--- config.mk ---
export PLATFORM = sky130hd
export DESIGN_NAME = int_pend_unit
export DESIGN_NICKNAME = d
export VERILOG_FILES = /design/src/rtl/int_pend_pkg.sv /design/src/rtl/ipu_edge_detect.sv /design/src/rtl/ipu_io_decode.sv /design/src/rtl/ipu_pending.sv /design/src/rtl/ipu_enable.sv /design/src/rtl/int_pend_unit.sv
export SDC_FILE = /design/constraint.sdc
export NUM_CORES = 1
export LEC_CHECK = 0
export ABC_AREA = 1
export BUFFER_PORTS_ARGS = -buffer_cell sky130_fd_sc_hd__buf_2
export CAP_MARGIN = 20
export CORE_AREA = 5 5 42 44
export DETAILED_ROUTE_END_ITERATION = 12
export DIE_AREA = 0 0 47 49
export PLACE_DENSITY = 0.68
export SLEW_MARGIN = 20
export SYNTH_ARGS = -nofsm -noshare
export SYNTH_HDL_FRONTEND = slang
export SYNTH_SLANG_ARGS = --single-unit
--- constraint.sdc ---
create_clock -name clk -period 0.8 [get_ports clk]
set_input_delay 0.04 -clock clk [delete_from_list [all_inputs] [get_ports clk]]
set_output_delay 0.04 -clock clk [all_outputs]
set_load 0.01 [all_outputs]
--- src/rtl/int_pend_pkg.sv ---
package int_pend_pkg;

  // Kind of I/O access seen by the decoder
  typedef enum logic [1:0] {
    ACC_NONE  = 2'd0,
    ACC_STAT  = 2'd1,
    ACC_CLEAR = 2'd2
  } acc_e;

  localparam int DEF_N_SRC  = 4;
  localparam int DEF_ADDR_W = 8;
  localparam int DEF_DATA_W = 4;

endpackage

--- src/rtl/ipu_edge_detect.sv ---
module ipu_edge_detect #(
  parameter int N_SRC = 4
) (
  input  logic             clk,
  input  logic             rst_n,
  input  logic [N_SRC-1:0] lvl,
  output logic [N_SRC-1:0] rise
);

  logic [N_SRC-1:0] prev_q;

  // One previous-level flop and one rise term per source
  for (genvar g = 0; g < N_SRC; g++) begin : g_src
    always_ff @(posedge clk) begin
      if (!rst_n) prev_q[g] <= 1'b0;
      else        prev_q[g] <= lvl[g];
    end
    assign rise[g] = lvl[g] & ~prev_q[g];
  end

endmodule

--- src/rtl/ipu_io_decode.sv ---
module ipu_io_decode
  import int_pend_pkg::*;
#(
  parameter int               N_SRC     = 4,
  parameter int               ADDR_W    = 8,
  parameter int               DATA_W    = 4,
  parameter logic [ADDR_W-1:0] STAT_ADDR = 8'hFC,
  parameter logic [ADDR_W-1:0] CLR_ADDR  = 8'hFD
) (
  input  logic              io_rd,
  input  logic              io_wr,
  input  logic [ADDR_W-1:0] io_addr,
  input  logic [DATA_W-1:0] io_wdata,
  input  logic [N_SRC-1:0]  pend,
  output logic [DATA_W-1:0] io_rdata,
  output logic              clr_en,
  output logic [N_SRC-1:0]  clr_mask
);

  acc_e acc;

  always_comb begin
    acc = ACC_NONE;
    if (io_rd && io_addr == STAT_ADDR)     acc = ACC_STAT;
    else if (io_wr && io_addr == CLR_ADDR) acc = ACC_CLEAR;
  end

  always_comb begin
    io_rdata = '0;
    if (acc == ACC_STAT) begin
      for (int i = 0; i < N_SRC; i++) io_rdata[i] = pend[i];
    end
  end

  assign clr_en = (acc == ACC_CLEAR);

  always_comb begin
    for (int i = 0; i < N_SRC; i++) clr_mask[i] = io_wdata[i];
  end

endmodule

--- src/rtl/ipu_pending.sv ---
module ipu_pending #(
  parameter int N_SRC = 4
) (
  input  logic             clk,
  input  logic             rst_n,
  input  logic [N_SRC-1:0] rise,
  input  logic             clr_en,
  input  logic [N_SRC-1:0] clr_mask,
  output logic [N_SRC-1:0] pend
);

  logic [N_SRC-1:0] kill;

  assign kill = clr_en ? clr_mask : '0;

  // A new request outranks a clear of the same bit
  always_ff @(posedge clk) begin
    if (!rst_n) pend <= '0;
    else        pend <= (pend & ~kill) | rise;
  end

  for (genvar g = 0; g < N_SRC; g++) begin : g_chk
    AST_REQ_LATCHED: assert property (@(posedge clk) disable iff (!rst_n)
      rise[g] |=> pend[g]);
    AST_CLEAR_TAKES: assert property (@(posedge clk) disable iff (!rst_n)
      (kill[g] && !rise[g]) |=> !pend[g]);
    AST_RACE_KEEPS: assert property (@(posedge clk) disable iff (!rst_n)
      (kill[g] && rise[g]) |=> pend[g]);
  end

  AST_PEND_HOLDS: assert property (@(posedge clk) disable iff (!rst_n)
    (!clr_en && rise == '0) |=> $stable(pend));

endmodule

--- src/rtl/ipu_enable.sv ---
module ipu_enable (
  input  logic clk,
  input  logic rst_n,
  input  logic isr_enter,
  input  logic isr_return,
  output logic ien
);

  // Entering a service routine takes priority over a return
  always_ff @(posedge clk) begin
    if (!rst_n)          ien <= 1'b1;
    else if (isr_enter)  ien <= 1'b0;
    else if (isr_return) ien <= 1'b1;
  end

  AST_ENTER_MASKS: assert property (@(posedge clk) disable iff (!rst_n)
    isr_enter |=> !ien);
  AST_RETURN_OPENS: assert property (@(posedge clk) disable iff (!rst_n)
    (isr_return && !isr_enter) |=> ien);
  AST_EN_STEADY: assert property (@(posedge clk) disable iff (!rst_n)
    (!isr_return && !isr_enter) |=> $stable(ien));

endmodule

--- src/rtl/int_pend_unit.sv ---
module int_pend_unit
  import int_pend_pkg::*;
#(
  parameter int                N_SRC     = DEF_N_SRC,
  parameter int                ADDR_W    = DEF_ADDR_W,
  parameter int                DATA_W    = DEF_DATA_W,
  parameter logic [ADDR_W-1:0] STAT_ADDR = 8'hFC,
  parameter logic [ADDR_W-1:0] CLR_ADDR  = 8'hFD
) (
  input  logic              clk,
  input  logic              rst_n,
  input  logic [N_SRC-1:0]  req_in,
  input  logic              isr_enter,
  input  logic              isr_return,
  input  logic              io_rd,
  input  logic              io_wr,
  input  logic [ADDR_W-1:0] io_addr,
  input  logic [DATA_W-1:0] io_wdata,
  output logic [DATA_W-1:0] io_rdata,
  output logic              irq
);

  logic [N_SRC-1:0] rise;
  logic [N_SRC-1:0] pend;
  logic [N_SRC-1:0] clr_mask;
  logic             clr_en;
  logic             ien;

  ipu_edge_detect #(.N_SRC(N_SRC)) u_edge (
    .clk  (clk),
    .rst_n(rst_n),
    .lvl  (req_in),
    .rise (rise)
  );

  ipu_io_decode #(
    .N_SRC    (N_SRC),
    .ADDR_W   (ADDR_W),
    .DATA_W   (DATA_W),
    .STAT_ADDR(STAT_ADDR),
    .CLR_ADDR (CLR_ADDR)
  ) u_dec (
    .io_rd   (io_rd),
    .io_wr   (io_wr),
    .io_addr (io_addr),
    .io_wdata(io_wdata),
    .pend    (pend),
    .io_rdata(io_rdata),
    .clr_en  (clr_en),
    .clr_mask(clr_mask)
  );

  ipu_pending #(.N_SRC(N_SRC)) u_pend (
    .clk     (clk),
    .rst_n   (rst_n),
    .rise    (rise),
    .clr_en  (clr_en),
    .clr_mask(clr_mask),
    .pend    (pend)
  );

  ipu_enable u_en (
    .clk       (clk),
    .rst_n     (rst_n),
    .isr_enter (isr_enter),
    .isr_return(isr_return),
    .ien       (ien)
  );

  assign irq = ien & (|pend);

  AST_NO_IRQ_AFTER_ENTER: assert property (@(posedge clk) disable iff (!rst_n)
    isr_enter |=> !irq);
  AST_REQ_RAISES_IRQ: assert property (@(posedge clk) disable iff (!rst_n)
    ((|rise) && ien && !isr_enter) |=> irq);

endmodule

Word level (Yosys, flattened, before mapping)
Index checks and enable logic that the tools add are counted.
- flip-flop bits (word level): 9
- bits in latches: 0
- memory bits (writable): 0
- memory bits (read-only): 0
- bits of input ports: 22
- logic and storage cells: 32
- memories: 0
- add/subtract/negate cells: 0
- multipliers: 0
- divide/modulo/power cells: 0
- magnitude comparators: 0
- eq/ne operators: 4
- shifts and indexed selects: 0
- mux-type cells: 6
- bitwise logic cells: 12
- reductions and logical operators: 4
- operator list (cell ; number):
    == test 8 bit, second input constant ; 2
    2-to-1 mux 4 bit ; 2
    bitwise AND 1 bit ; 5
    bitwise AND 4 bit ; 1
    2-to-1 mux 2 bit ; 2
    inverter 1 bit ; 4
    inverter 4 bit ; 1
    OR 4 bit ; 1
    OR reduction 4 bit ; 1
    == test 2 x 1 -> 1 bit, second input constant ; 1
    == test 2 bit, second input constant ; 1
    logical AND 1 bit ; 2
    2-to-1 mux 1 bit ; 2
    nonzero test 2 bit ; 1

Depth between registers and ports, before layout
- depth in word-level cells: 9
- depth in mapped cells: 5
- depth with buffers taken out: 5

Modules after synthesis
A second synthesis with hierarchy kept.
- cells, all modules: 72
- area, all modules: 450.4 um^2
- by module, submodules not included (module ; instances ; cells an instance ; area an instance (um^2) ; sequential area each (um^2)):
    ipu_pending ; 1 ; 21 ; 148.9 ; 80.1
    ipu_edge_detect ; 1 ; 20 ; 140.1 ; 80.1
    ipu_io_decode ; 1 ; 23 ; 112.6 ; 0.0
    ipu_enable ; 1 ; 4 ; 32.5 ; 20.0
    int_pend_unit ; 1 ; 4 ; 16.3 ; 0.0

Worst setup path before layout
Ideal clock, no wire load.
- path kind: reg-to-output
- from: register u_pend.pend[0]
- to: output port irq
- data arrival time: 0.606 ns
- required time: 0.760 ns
- slack: 0.154 ns
- cell stages (with the launch flop): 4
- cell sequence: dfxtp_1 -> inv_1 -> nand3_1 -> o21a_1
- longest elaborated chain between the ends: 2
- RTL lines (element ; RTL line ; text):
    start, declared ; ipu_pending.sv:9 ; output logic [N_SRC-1:0] pend
    start signal, assigned ; ipu_pending.sv:19 ; else pend <= (pend & ~kill) | rise;
    OR reduction 4 bit ; int_pend_unit.sv:70 ; assign irq = ien & (|pend);
    bitwise AND 1 bit ; int_pend_unit.sv:70 ;
    end, declared ; int_pend_unit.sv:20 ; output logic irq
No other way between the ends.

Worst setup path in the final report
- from: register u_pend.pend[1]
- to: output port irq
Same word-level chain as after synthesis.

==> results.toml <==
[status]
outcome = "finished, violations left"
violations = "negative setup slack"

[route]
drt-vias-per-instance = 4.198
drt_iter0_markers = 1
wirelength_um = 961
wire_per_inst_um = 8.658
drc_errors = 0
dr.pass1.iters = 2
vias = 466
antenna_left = 0

[worst_hold_path]
hold-path-cell-count = 3
hold_class = "input pin to flip-flop"
hp-start = "isr_return"
whs_endpoint = "u_en.ien"

[yosys]
synth_top_cell_by_area = "dfxtp_1"
synth_area_leaders = "dfxtp_1, nand2_1, inv_1"
synth_seq_cells = 9
synthesis.nets = 85
synth_common_cells = "nand2_1, inv_1, dfxtp_1"
avgSynthCellArea_um2 = 7.070
synthArstFlopShare = 0
ys_seq_area_frac = 0.4045
syn_inst = 63
ys.warnings.count = 0
synth_edf_count = 0
netlist_area_um2 = 445.4
yosys.area.top_type_share = 0.4045
yosysUniqueCellTypes = 12
synth_flop_cell = "dfxtp_1"
synth_most_common_cell = "nand2_1"

[die]
ios = 27
design.die.area_um2 = 2303
core_area_um2 = 1401
die_width_um = 47
initial_core_util = 0.3179
die-height_um = 49
rows = 14

[worst_setup_path]
crit_arrival_ns = 0.98
worstReg2RegEnd = "u_pend.pend[3]"
worstPathCellList = "inv_2 -> nand3_1 -> o21a_1 -> buf_2"
r2r_cells = 4
required_ns = 0.76
critPathKind = "flip-flop to output port"
cpPeakStageDelay_ns = 0.33
r2r_start = "u_pend.pend[3]"
cpMaxStageDelayCell = "dfxtp_2"
cp_max_fo = 2
end_kind = "output port"
startpoint_type = "flip-flop"
crit_buf_inv = 2
reg2reg_slack_ns = 0.16
cp.depth = 4
critPathTopFamily = "flip-flops"

[clock_network]
htree_levels = 1
cts_tree = "yes"
worstSkewPairLatency_ns = 0.25
clock-sinks = 9
clockBufferDepth = 2
root_buffer = "clkbuf_4"
cts_buffers = 3
clk_pin_slew_ns = 0.06

[finish]
drive_above_1_share = 0.4211
finalNonFillerCells = 111
final_area_um2 = 666.9
layout.nets = 118
num-fill-cells = 151
layout.area.seq_um2 = 185.2
antenna_cells = 0
syn2layout_area_growth_pct = 49.72
multiInputGateArea_um2 = 210.2

[global_route]
track_usage = 0.09399
grt_pass1_wl_mm = 1.614
grt_max_degree = 10
gr-total-overflow = 0
antenna_found_initial = 0
grt_pass1_vias = 462

[power_and_ir_drop]
vdd_drop_max_mv = 0.7119
leakagePower_uw = 0.0003924
power.density_nw_per_um2 = 1513

[timing]
whs_ns = 0.05129
slew_viol_final = 0
period_needed_ns = 1.020
slew_headroom = 0.8847
skew_ns = 0.006921
report.final.hold_viol_count = 0
period_share = 1.275
fmax_ghz = 0.9805
tns_ns = -0.4923
rsz0062_at_grt = "yes"
worstMarginPinSlew_ns = 0.1729
finalWorstSetupSlack_ns = -0.2199
setup_viol = 5

[placed_design]
gp_congestion = 0.6831
dp_slack_ns = 0.02672
place_area_um2 = 588.1
place_inst = 104
hpwl_um = 819.6
io_buffers = 26

[run]
cap_violations = 0
-- report_power, final --
group / internal (uW) / leakage [uW] / switching (uW)
clock network: 191 / 0.0000150 / 142
registers: 487 / 0.0000760 / 17.7
logic: 89.4 / 0.000301 / 82.0
total: 767 / 0.000392 / 242
-- layer usage --
metal / vias up / global-route usage / wire length (um)
met5: - / 0 / 0
met4: 0 / 0.04147 / 0
met3: 0 / 0.02583 / 117
met2: 16 / 0.1674 / 482
met1: 196 / 0.09556 / 361
li1: 254 / - / -
-- worst max path at each step --
stage                         startpoint          end  slack, ns
after global routing      u_pend.pend[0]          irq      -0.28
after floorplan           u_pend.pend[0]          irq       0.15
final                     u_pend.pend[1]          irq      -0.22
after global placement        io_addr[7]  io_rdata[1]       0.04
after CTS                 u_pend.pend[1]          irq      -0.23
after detailed placement      io_addr[3]  io_rdata[0]       0.03
-- through the flow --
| step | utilization | power, uW |
|---|---|---|
| 5_1_grt | 0.4759 | 1080 |
| 3_3_place_gp | 0.4196 | 656.4 |
| 4_1_cts | 0.4777 | 1026 |
| 2_1_floorplan | - | 589.3 |
| 3_5_place_dp | 0.4196 | 661.0 |
| 6_report | 0.4759 | 1009 |
-- tightest hold or removal path: stages --
cell	delay (ns)
buf_2	0.08
nor2_1	0.03
o21ai_0	0.12
-- cells by family (layout without fill, tap and decap cells) --
group / count (synthesis) / after routing / synth area share
flops: 9 / 9 / 0.4045
simple gates: 37 / 37 / 0.4326
compound gates: 2 / 2 / 0.02809
buf+inv: 15 / 47 / 0.1348
-- state kept, by name, summed over array words and instances, names as in the netlist --
register / flops
u_pend.pend: 4
u_edge.prev_q: 4
u_en.ien: 1
-- final cells by class --
class,instances,share of cell area
well taps,16,0.03002
repair buffers,29,0.2589
clock buffers,4,0.03940
inverters,14,0.07880
flip-flops and latches,9,0.2777
multi-input cells,39,0.3152
-- placed cells by master (no fill, tap or decap), types with 2 or more instances in the layout --
cell,instances
dlygate4sd3_1,4
nand4_1,4
inv_2,4
clkbuf_4,3
dfxtp_1,5
nand2_1,19
inv_1,10
nor2_4,2
dfxtp_2,4
or2_0,4
nor2_1,4
buf_2,24
-- timing repair --
item	4_1_cts	5_1_grt
hold endpoints to repair	5	0
hold buffers	5	0
pin swaps	4	6
buffers inserted	0	0
gates resized for setup	7	4
setup endpoints to repair	5	8
Note: power is estimated with default switching activity, not from simulation.
